File: src/rtl/rtc_pkg.sv
package rtc_pkg;
  localparam int ADDR_W = 8;
  // Register offsets: software depends on these positions.
  localparam logic [ADDR_W-1:0] OFS_SEC_LIVE = 8'h08;
  localparam logic [ADDR_W-1:0] OFS_SEC_SNAP = 8'h0C;
  localparam logic [ADDR_W-1:0] OFS_MSEC     = 8'h10;
endpackage

File: src/rtl/rtc_frac_div.sv
// Fractional divider: emits one step per millisecond from a slow tick.
module rtc_frac_div #(
  parameter int TICK_HZ = 32768,
  parameter int STEPS_HZ = 1000
) (
  input  logic clk,
  input  logic rst,
  input  logic clear,
  input  logic tick,
  output logic step
);
  localparam int ACC_W = $clog2(TICK_HZ);
  localparam int SUM_W = $clog2(TICK_HZ + STEPS_HZ) + 1;

  logic [ACC_W-1:0] acc_q;
  logic [SUM_W-1:0] sum;
  logic             reach;

  always_comb begin
    sum   = SUM_W'(acc_q) + SUM_W'(STEPS_HZ);
    reach = tick && (sum >= SUM_W'(TICK_HZ));
    step  = reach && !clear;
  end

  always_ff @(posedge clk) begin
    if (rst || clear) begin
      acc_q <= '0;
    end else if (tick) begin
      if (reach) acc_q <= ACC_W'(sum - SUM_W'(TICK_HZ));
      else       acc_q <= ACC_W'(sum);
    end
  end
endmodule

File: src/rtl/rtc_time_count.sv
// Seconds and milliseconds counters with load.
module rtc_time_count #(
  parameter int SEC_W = 32,
  parameter int MS_PER_S = 1000
) (
  input  logic             clk,
  input  logic             rst,
  input  logic             load,
  input  logic [SEC_W-1:0] load_val,
  input  logic             step,
  output logic [SEC_W-1:0] sec_q,
  output logic [$clog2(MS_PER_S)-1:0] ms_q
);
  localparam int MS_W = $clog2(MS_PER_S);
  localparam logic [MS_W-1:0] MS_LAST = MS_W'(MS_PER_S - 1);

  always_ff @(posedge clk) begin
    if (rst) begin
      sec_q <= '0;
      ms_q  <= '0;
    end else if (load) begin
      sec_q <= load_val;
      ms_q  <= '0;
    end else if (step) begin
      if (ms_q == MS_LAST) begin
        ms_q  <= '0;
        sec_q <= sec_q + 1'b1;
      end else begin
        ms_q <= ms_q + 1'b1;
      end
    end
  end
endmodule

File: src/rtl/rtc_bus_regs.sv
// Register port: decode, seconds snapshot, registered read data.
module rtc_bus_regs #(
  parameter int DATA_W = 32,
  parameter int SEC_W = 32,
  parameter int MS_W = 10
) (
  input  logic                       clk,
  input  logic                       rst,
  input  logic                       rd,
  input  logic                       wr,
  input  logic [rtc_pkg::ADDR_W-1:0] addr,
  input  logic [DATA_W-1:0]          wdata,
  input  logic [SEC_W-1:0]           sec_q,
  input  logic [MS_W-1:0]            ms_q,
  output logic                       sec_load,
  output logic [SEC_W-1:0]           load_val,
  output logic                       ms_rd,
  output logic [SEC_W-1:0]           snap_q,
  output logic [DATA_W-1:0]          rdata
);
  import rtc_pkg::*;

  logic [DATA_W-1:0] rd_mux;

  always_comb begin
    sec_load = wr && (addr == OFS_SEC_LIVE);
    load_val = SEC_W'(wdata);
    ms_rd    = rd && (addr == OFS_MSEC);
    rd_mux   = '0;
    if (rd) begin
      case (addr)
        OFS_SEC_LIVE: rd_mux = DATA_W'(sec_q);
        OFS_SEC_SNAP: rd_mux = DATA_W'(snap_q);
        OFS_MSEC:     rd_mux = DATA_W'(ms_q);
        default:      rd_mux = '0;
      endcase
    end
  end

  always_ff @(posedge clk) begin
    if (rst) begin
      snap_q <= '0;
      rdata  <= '0;
    end else begin
      rdata <= rd_mux;
      if (ms_rd) snap_q <= sec_q;
    end
  end
endmodule

File: src/rtl/ms_rtc.sv
module ms_rtc #(
  parameter int TICK_HZ = 32768,
  parameter int MS_PER_S = 1000,
  parameter int SEC_W = 32,
  parameter int DATA_W = 32
) (
  input  logic                       clk,
  input  logic                       rst,
  input  logic                       tick_32k,
  input  logic                       bus_rd,
  input  logic                       bus_wr,
  input  logic [rtc_pkg::ADDR_W-1:0] bus_addr,
  input  logic [DATA_W-1:0]          bus_wdata,
  output logic [DATA_W-1:0]          bus_rdata
);
  localparam int MS_W = $clog2(MS_PER_S);

  logic             ms_step;
  logic             sec_load;
  logic             ms_rd;
  logic [SEC_W-1:0] load_val;
  logic [SEC_W-1:0] sec_q;
  logic [SEC_W-1:0] snap_q;
  logic [MS_W-1:0]  ms_q;

  rtc_frac_div #(.TICK_HZ(TICK_HZ), .STEPS_HZ(MS_PER_S)) u_div (
    .clk(clk), .rst(rst), .clear(sec_load), .tick(tick_32k), .step(ms_step)
  );

  rtc_time_count #(.SEC_W(SEC_W), .MS_PER_S(MS_PER_S)) u_cnt (
    .clk(clk), .rst(rst), .load(sec_load), .load_val(load_val),
    .step(ms_step), .sec_q(sec_q), .ms_q(ms_q)
  );

  rtc_bus_regs #(.DATA_W(DATA_W), .SEC_W(SEC_W), .MS_W(MS_W)) u_regs (
    .clk(clk), .rst(rst), .rd(bus_rd), .wr(bus_wr), .addr(bus_addr),
    .wdata(bus_wdata), .sec_q(sec_q), .ms_q(ms_q), .sec_load(sec_load),
    .load_val(load_val), .ms_rd(ms_rd), .snap_q(snap_q), .rdata(bus_rdata)
  );
endmodule

File: config.mk
export PLATFORM = sky130hd
export DESIGN_NAME = ms_rtc
export DESIGN_NICKNAME = d
export VERILOG_FILES = /design/src/rtl/rtc_pkg.sv /design/src/rtl/rtc_frac_div.sv /design/src/rtl/rtc_time_count.sv /design/src/rtl/rtc_bus_regs.sv /design/src/rtl/ms_rtc.sv
export SDC_FILE = /design/constraint.sdc
export NUM_CORES = 1
export LEC_CHECK = 0
export BUFFER_PORTS_ARGS = -buffer_cell sky130_fd_sc_hd__buf_2
export CORE_ASPECT_RATIO = 0.7
export CORE_MARGIN = 5
export CORE_UTILIZATION = 50
export DETAILED_ROUTE_END_ITERATION = 10
export PLACE_DENSITY = 0.7
export SETUP_SLACK_MARGIN = 0.3
export SYNTH_ARGS = -nofsm -noshare
export SYNTH_HDL_FRONTEND = slang
export SYNTH_HIERARCHICAL = 1
export SYNTH_SLANG_ARGS = --single-unit
File: constraint.sdc
create_clock -name clk -period 6.7 [get_ports clk]
set_input_delay 0.67 -clock clk [delete_from_list [all_inputs] [get_ports clk]]
set_output_delay 0.67 -clock clk [all_outputs]
set_load 0.02 [all_outputs]
==> results of run 1 <==
## metrics by stage
| step | utilization [%] | area (um2) | hold slack (ns) | setup WS (ns) | cells |
|---|---|---|---|---|---|
| floorplan | - | 6010 | 0.435 | 3.04 | 636 |
| global placement | 52.3 | 6130 | 0.445 | 2.53 | 802 |
| detailed placement | 52.3 | 6130 | 0.459 | 2.36 | 802 |
| CTS | 56.6 | 6630 | 0.466 | 2.75 | 830 |
| global route | 56.6 | 6630 | 0.477 | 2.46 | 830 |
| finish | 56.6 | 6630 | 0.464 | 2.78 | 830 |
## flip-flops by register name (all words and copies together) (netlist names)
| name | flops |
|---|---|
| u_cnt/ms_q | 10 |
| u_regs/snap_q | 32 |
| u_div/acc_q | 12 |
| u_regs/rdata | 32 |
| u_cnt/sec_q | 32 |
## cell families after synthesis
kind of cell | count (synthesis)
simple gates | 255
buf+inv | 78
flops | 118
fa+ha+maj | 3
mux | 69
xor+xnor | 40
compound gates | 73
## layout make-up
type,instances,area [um2]
inverters,7,26.3
multi-input cells,440,3130
clock buffers,22,474
well taps,157,196
fillers,1086,5090
repair buffers,80,410
flip-flops and latches,118,2360
clock inverters,6,30.0
## placed cells by master, fill, tap and decap left out, types with 3 or more instances in the layout
cell       count
dfxtp_1      118
buf_2         76
nor2_1        68
nand2b_1      66
mux2i_1       59
nand2_1       32
xnor2_1       29
a21oi_1       19
clkbuf_16     17
a211oi_1      15
nand3_1       14
nand4_1       13
xor2_1        11
nor4_2        11
mux2_2        10
a32oi_1       10
o21bai_1       8
nor3_1         8
inv_1          7
o21ai_0        7
clkinv_2       6
and3_1         6
and4_1         6
or3_1          6
buf_4          4
clkbuf_8       3
a311oi_1       3
or4_1          3
ha_1           3
a2111o_1       3
## per-layer routing
| layer | GRT usage, % | vias up | routed length (um) |
|---|---|---|---|
| li1 | - | 2250 | - |
| met1 | 25.7 | 2157 | 6520 |
| met2 | 30.0 | 105 | 6060 |
| met3 | 5.00 | 10 | 614 |
| met4 | 6.25 | 0 | 117 |
| met5 | 0 | - | 0 |
## Yosys cell counts, drive strengths merged, types with 8 or more instances
library cell  instances
nor4                 15
nand2b               66
xor2                 11
mux2i                59
o21bai                8
a211oi               17
nand2                32
and3                  8
dfxtp               118
clkbuf               25
nor2                 68
mux2                 10
a21oi                19
a32oi                10
buf                  46
nand3                15
nor3                  8
xnor2                29
nand4                16
## how the worst min path moves through the flow
stage | end | slack (ns) | cells after the start
final | u_div/acc_q[13] | 0.46 | 2
after global routing | u_div/acc_q[13] | 0.48 | 2
after CTS | u_div/acc_q[13] | 0.47 | 2
after detailed placement | u_div/acc_q[13] | 0.46 | 2
after global placement | u_div/acc_q[13] | 0.45 | 2
after floorplan | u_div/acc_q[13] | 0.43 | 2
## where the power goes
part / internal [mW] / switching [mW] / total [mW]
clock: 0.488 / 0.307 / 0.795
sequential: 0.710 / 0.00879 / 0.718
combinational: 0.0340 / 0.0386 / 0.0725
total: 1.23 / 0.355 / 1.59
## worst reg2reg max path, stage by stage, from the launching register on
cell       delay (ns)
dfxtp_1          0.39
ha_1             0.22
nor2_1           0.10
a2111oi_0        0.50
buf_4            0.23
and3_2           0.25
nand3_4          0.32
or4_1            0.63
xnor2_1          0.14
a211oi_1         0.22
==> impl_metrics.ini, run 1 <==
[synth]
yosys.area.top_type_share_pct = 39.3
syn_nets = 684
synth-simple-area-share_pct = 25.3
syn-cell-area_um2 = 6010
yosys.area.top_type = dfxtp_1
async_flop_share_pct = 0
yosysSeqAreaShare_pct = 39.3
postSynthAreaPerCell_um2 = 9.45
synthTopCellsByArea = dfxtp_1 (39%), mux2i_1 (9.8%), nand2b_1 (6.9%)
synth_xor_area_share_pct = 5.83
synth-compound-area-share_pct = 8.64
yosys.area_share.adder_pct = 0.625
synth_top_family_by_area = simple AND/OR/NAND/NOR gates
synthDistinctLibCells = 52
synth-main-ff-cell = dfxtp_1
synth_edf_count = 0
ys_ff_latch = 118
yosys_warnings = 6
synth_mux_area_share_pct = 11.7
synth_cells = 636

[timing]
worst_pin_slew_ns = 1.10
period_minus_slack_ns = 3.92
drv_slew = 0
fin_crit_sh_pct = 58.5
setup_tns_ns = 0
fmax_mhz = 255
hold_viol = 0
setup_viol = 0
grt_setup_unrepaired = false
slew_headroom_pct = 26.5
clock_skew_ns = 0.00773

[drt]
routedWlPerCell_um = 16.0
vias = 4522
firstDrtPassIters = 5
drt_iter0_markers = 309
ant_nets = 0
drt-total-wl_um = 13300
via_per_inst = 5.45
drc = 0

[cts]
clk_pin_slew_worst_paths_ns = 0.05
hold_buffers = 0
root_buffer = clkbuf_16
cts_setup_buffers = 0
cts_resized = 0
cts_sinks = 118
cts_buffers = 17
clock_latency_ns = 0.41
cts_tree = yes
htreeDepth = 4
clockBufferDepth = 2

[critical_path]
crit_required_ns = 7.02
cp_num_cells = 12
crit_path_top_delay_cell = buf_2
criticalPathCategory = in -> reg
cp.arrival_ns = 4.24
crit_buf_inv = 2
endpoint = u_cnt/sec_q[10]
r2r_slack_ns = 3.61
cp_cell_sequence = buf_2, nor4b_1, nand2_1, nor2_1, nand2b_1, a2111oi_0, buf_4, and3_2, nand3_4, or4_1, xnor2_1, a211oi_1
startpoint_type = input port
reg2reg_depth = 9
r2r_end = u_cnt/sec_q[10]
cp_slowest_stage_delay_ns = 0.75
crit_path_start = bus_addr[2]
critPathTopFamily = simple AND/OR/NAND/NOR gates
worstReg2RegStart = u_div/acc_q[3]
path_max_fanout = 34
endpoint_kind = flop

[global_routing]
grt_use_total_pct = 19.1
grt_pass1_wl_um = 21900
grt_max_degree = 104
antenna_found_initial = 0
grt_pass1_vias = 4429
grt-ovfl-total = 0

[run_status]
status = finished clean

[placed_design]
place.gp.congestion = 0.820
io_buffers = 76
hpwl_um = 8830

[cells_and_area]
syn2layout_area_growth_pct = 10.4
diodes = 0
drive_above_1_share_pct = 21.4
layout.nets = 712

[power_and_ir_drop]
design_power_total_mw = 1.59
powerDensity_nw_per_um2 = 239
power.leakage_nw = 2.38
ir_drop_uv = 175

[floorplan]
coreArea_um2 = 11700
chipHeight_um = 102
initial_core_util_pct = 51.2
fp-row-count = 33
dieWidth_um = 141
ios = 77
die_area_um2 = 14300

[hold_path]
worstHoldPathType = reg -> reg
min_from = u_div/acc_q[13]

[run]
drv_cap = 0
Note: power is estimated with default switching activity, not from simulation.
==> run 2: changes to the inputs <==
--- a/config.mk
+++ b/config.mk
@@ -10,7 +10,7 @@
 export CORE_MARGIN = 5
 export CORE_UTILIZATION = 50
 export DETAILED_ROUTE_END_ITERATION = 10
-export PLACE_DENSITY = 0.7
+export PLACE_DENSITY = 0.73
 export SETUP_SLACK_MARGIN = 0.3
 export SYNTH_ARGS = -nofsm -noshare
 export SYNTH_HDL_FRONTEND = slang
==> constraint.sdc (replaced) <==
create_clock -name clk -period 3.5 [get_ports clk]
set_input_delay 0.35 -clock clk [delete_from_list [all_inputs] [get_ports clk]]
set_output_delay 0.35 -clock clk [all_outputs]
set_load 0.02 [all_outputs]
==> impl_metrics.ini, run 2 (synthesized netlist as in run 1, its figures left out) <==
[run_status]
status = finished clean

[timing]
fmax_mhz = 349
worst_pin_slew_ns = 1.15
hold_viol = 0
setup_viol = 0
drv_slew = 0
setup_tns_ns = 0
period_minus_slack_ns = 2.87
worst_slack_ns = 0.632
grt_setup_unrepaired = false
slew_headroom_pct = 23.2
fin_hold_ws_ns = 0.212
fin_crit_sh_pct = 81.9
clock_skew_ns = 0.0112

[global_routing]
grt-ovfl-total = 0
grt_max_degree = 54
grt_pass1_wl_um = 22100
grt_pass1_vias = 4584
grt_use_total_pct = 19.2
antenna_found_initial = 0

[drt]
dr_wl_met2_um = 6160
drt-met1-wl_um = 6500
via_per_inst = 5.50
drc = 0
ant_nets = 0
top_layer = met4
vias = 4622
wl_met3_um = 678
drt-total-wl_um = 13500
firstDrtPassIters = 4
drt_iter0_markers = 310
routedWlPerCell_um = 16.1

[cells_and_area]
layout.nets = 719
finalInstanceArea_um2 = 6810
finalNonFillerCells = 841
diodes = 0
top_regs = u_cnt/sec_q (32), u_regs/rdata (32), u_regs/snap_q (32)
syn2layout_area_growth_pct = 13.4
drive_above_1_share_pct = 23.0
final_cell_mix = dfxtp_1 (118), buf_2 (76), nor2_1 (68)
final_common_cell = dfxtp_1
fillers = 1005
seqCellArea_um2 = 2360
multiInputGateArea_um2 = 3130

[placed_design]
dp_cells = 809
place.gp.congestion = 0.804
io_buffers = 76
place_ws_ns = 0.597
hpwl_um = 9180
placed_cell_area_um2 = 6180

[cts]
cts_buffers = 17
htreeDepth = 4
cts_resized = 0
clock_latency_ns = 0.41
cts_tree = yes
clockBufferDepth = 2
cts_sinks = 118
cts_setup_buffers = 0
hold_buffers = 0
root_buffer = clkbuf_16
clk_pin_slew_worst_paths_ns = 0.05

[critical_path]
cp_slowest_stage_delay_ns = 0.56
startpoint_type = flop
critPathTopFamily = simple AND/OR/NAND/NOR gates
cp_cell_sequence = ha_1, nor2_1, a2111oi_1, and3_2, nand3_4, buf_4, nor4_2, xnor2_1, a211oi_1
crit_path_top_delay_cell = a2111oi_1
path_max_fanout = 17
crit_buf_inv = 1
crit_required_ns = 3.82
endpoint_kind = flop
criticalPathCategory = reg -> reg
cp.arrival_ns = 3.19

[run]
drv_cap = 0

[power_and_ir_drop]
power.leakage_nw = 2.46
powerDensity_nw_per_um2 = 493
ir_drop_uv = 408

[floorplan]
dieWidth_um = 141
fp-row-count = 33
die_area_um2 = 14300
coreArea_um2 = 11700
chipHeight_um = 102
ios = 77
initial_core_util_pct = 51.2

[hold_path]
worstHoldPathType = in -> reg
## run 2: final cells by class
cell class / instances / share of cell area [%]
clock buffers: 19 / 6.65
clock inverters: 13 / 2.63
inverters: 7 / 0.386
multi-input cells: 440 / 46.0
flip-flops and latches: 118 / 34.7
well taps: 157 / 2.88
repair buffers: 87 / 6.79
## run 2: metal layers
metal	GRT usage [%]	vias up
li1	-	2267
met1	25.5	2228
met2	30.1	111
met3	5.52	16
met4	6.70	0
met5	0	-
## run 2: through the flow
stage,utilization (%),total power [mW]
floorplan,-,1.52
global placement,52.7,1.54
detailed placement,52.7,1.55
CTS,58.1,3.39
global route,58.1,3.48
finish,58.1,3.36
## run 2: report_power, final
group	internal, mW	switching, mW	leakage (nW)
clock	1.22	0.616	0.301
combinational	0.0701	0.0764	1.21
sequential	1.36	0.0168	0.952
## run 2: worst paths after layout
path                            slack (ns)            start  cells past startpoint               to
worst max-delay path                  0.63   u_div/acc_q[3]                      9  u_cnt/sec_q[23]
worst min-delay path                  0.21    bus_wdata[13]                      3  u_cnt/sec_q[13]
worst max register to register        0.63   u_div/acc_q[3]                      9  u_cnt/sec_q[23]
worst min register to register        0.46  u_div/acc_q[13]                      2  u_div/acc_q[13]
## run 2: worst reg2reg max path: cells and delay by family, from the launching register on
family                   cells  cell delay [ns]
AO/OA/AOI/OAI                2             0.78
XOR/XNOR                     1             0.10
adder cells (fa/ha/maj)      1             0.24
buffers and inverters        1             0.26
flip-flops                   1             0.40
AND/OR/NAND/NOR              4             1.02
==> run 3: changes to the inputs <==
--- a/config.mk
+++ b/config.mk
@@ -10,7 +10,7 @@
 export CORE_MARGIN = 5
 export CORE_UTILIZATION = 50
 export DETAILED_ROUTE_END_ITERATION = 10
-export PLACE_DENSITY = 0.73
+export PLACE_DENSITY = 0.7
 export SETUP_SLACK_MARGIN = 0.3
 export SYNTH_ARGS = -nofsm -noshare
 export SYNTH_HDL_FRONTEND = slang
==> constraint.sdc (replaced) <==
create_clock -name clk -period 2.9 [get_ports clk]
set_input_delay 0.29 -clock clk [delete_from_list [all_inputs] [get_ports clk]]
set_output_delay 0.29 -clock clk [all_outputs]
set_load 0.02 [all_outputs]
==> impl_metrics.ini, run 3 (synthesized netlist as in run 1, its figures left out) <==
[drt]
ant_nets = 0
vias = 4558
via_per_inst = 5.41
firstDrtPassIters = 5
drt-total-wl_um = 13300
drc = 0
drt_iter0_markers = 313
routedWlPerCell_um = 15.8

[cells_and_area]
fillers = 1031
seqCellArea_um2 = 2360
drive_above_1_share_pct = 23.5
final_cell_mix = dfxtp_1 (117), buf_2 (76), nor2_1 (68)
diodes = 0
layout.nets = 721
top_regs = u_cnt/sec_q (32), u_regs/rdata (32), u_regs/snap_q (32)
final_common_cell = dfxtp_1
fin_util_pct = 58.7
multiInputGateArea_um2 = 3160
syn2layout_area_growth_pct = 14.6

[timing]
grt_setup_unrepaired = true
fin_crit_sh_pct = 85.7
slew_headroom_pct = 50.5
clock_skew_ns = 0.00634
period_minus_slack_ns = 2.49
worst_slack_ns = 0.414
hold_viol = 0
drv_slew = 0
setup_tns_ns = 0
fin_hold_ws_ns = 0.148
worst_pin_slew_ns = 0.740
fmax_mhz = 402
setup_viol = 0

[power_and_ir_drop]
ir_drop_uv = 382
powerDensity_nw_per_um2 = 591
clockPowerShare_pct = 54.7
power.leakage_nw = 2.47
switching_share_pct = 21.2
power.net_switching_uw = 863
p_int_mw = 3.21
p_comb_share_pct = 4.5
power_frac_seq_pct = 40.8

[floorplan]
coreArea_um2 = 11700
fp-row-count = 33
initial_core_util_pct = 51.2
dieWidth_um = 141
die_area_um2 = 14300
chipHeight_um = 102
ios = 77

[cts]
cts_tree = yes
clock_latency_ns = 0.41
hold_buffers = 0
cts_sinks = 118
clockBufferDepth = 2
clk_pin_slew_worst_paths_ns = 0.06
htreeDepth = 4
cts_buffers = 17
root_buffer = clkbuf_16

[global_routing]
grt_max_degree = 53
antenna_found_initial = 0
grt_use_total_pct = 19.1
grt_pass1_wl_um = 22000
grt-ovfl-total = 0
grt_pass1_vias = 4459

[placed_design]
io_buffers = 76
hpwl_um = 9150
place_ws_ns = 0.367
place.gp.congestion = 0.823

[critical_path]
cp_cell_sequence = ha_2, nor2_1, a2111oi_4, and3_4, nand3_4, or4_1, xnor2_1, a211oi_1
crit_path_top_delay_cell = or4_1
r2r_end = u_cnt/sec_q[10]
cp_slowest_stage_delay_ns = 0.54
reg2reg_depth = 8
r2r_slack_ns = 0.41
path_max_fanout = 5
crit_buf_inv = 0
endpoint_kind = flop
startpoint_type = flop
criticalPathCategory = reg -> reg
critPathTopFamily = simple AND/OR/NAND/NOR gates
cp.arrival_ns = 2.81
crit_required_ns = 3.22
worstReg2RegStart = u_div/acc_q[4]

[run_status]
status = finished clean

[hold_path]
whs_path_depth = 3
worstHoldPathType = in -> reg
min_from = bus_wdata[0]
hold_path_end = u_cnt/sec_q[0]

[run]
drv_cap = 0
## run 3: cell types whose count changed in the layout (fill, tap and decap cells not counted), sizes merged
cell and delta:
clkbuf +1, clkinvlp +1, clkinv -2, buf +2
## run 3: routing by layer
layer	part of all wire [%]	global-route usage (%)	vias up	wire length (um)
met4	1.3	6.85	0	173
met2	45	30.4	133	6050
met1	47	25.6	2125	6320
met3	5.7	4.44	15	764
met5	0	0	-	0
li1	-	-	2285	-
## run 3: worst max-delay path by stage
stage | start | end | slack [ns] | depth (start not counted)
after floorplan | bus_addr[2] | u_cnt/sec_q[10] | 0.31 | 12
final | u_div/acc_q[4] | u_cnt/sec_q[10] | 0.41 | 8
after global routing | u_div/acc_q[4] | u_cnt/sec_q[25] | 0.30 | 9
after CTS | u_div/acc_q[3] | u_cnt/sec_q[30] | 0.35 | 9
after detailed placement | u_div/acc_q[3] | u_cnt/sec_q[30] | 0.37 | 9
after global placement | u_div/acc_q[3] | u_cnt/sec_q[10] | 0.48 | 8
## run 3: worst min-delay path: stages
cell	delay [ns]
buf_2	0.10
nand2_1	0.06
a21oi_1	0.05
## run 3: cell type report
class	count	area share (%)
multi-input cells	440	45.9
clock buffers	20	6.63
repair buffers	89	7.36
well taps	157	2.85
flip-flops and latches	118	34.3
inverters	7	0.382
clock inverters	12	2.56
## run 3: stage by stage
| stage | instance area (um2) | power [mW] | instances |
|---|---|---|---|
| floorplan | 6030 | 1.84 | 636 |
| global placement | 6240 | 1.87 | 810 |
| detailed placement | 6240 | 1.87 | 810 |
| CTS | 6870 | 4.11 | 842 |
| global route | 6880 | 4.21 | 843 |
| finish | 6880 | 4.07 | 843 |
## run 3: what timing repair did
item | 4_1_cts | 5_1_grt
endpoints found under the hold margin | 0 | 0
setup endpoints to repair | 0 | 21
gates resized for setup | 0 | 3
setup buffers | 0 | 1
## run 3: power groups by stage
stage	clock network, mW	logic [mW]	registers (mW)
4_1_cts	2.27	0.181	1.66
2_1_floorplan	0	0.149	1.69
3_3_place_gp	0	0.174	1.69
3_5_place_dp	0	0.180	1.69
6_report	2.23	0.182	1.66
5_1_grt	2.35	0.198	1.66
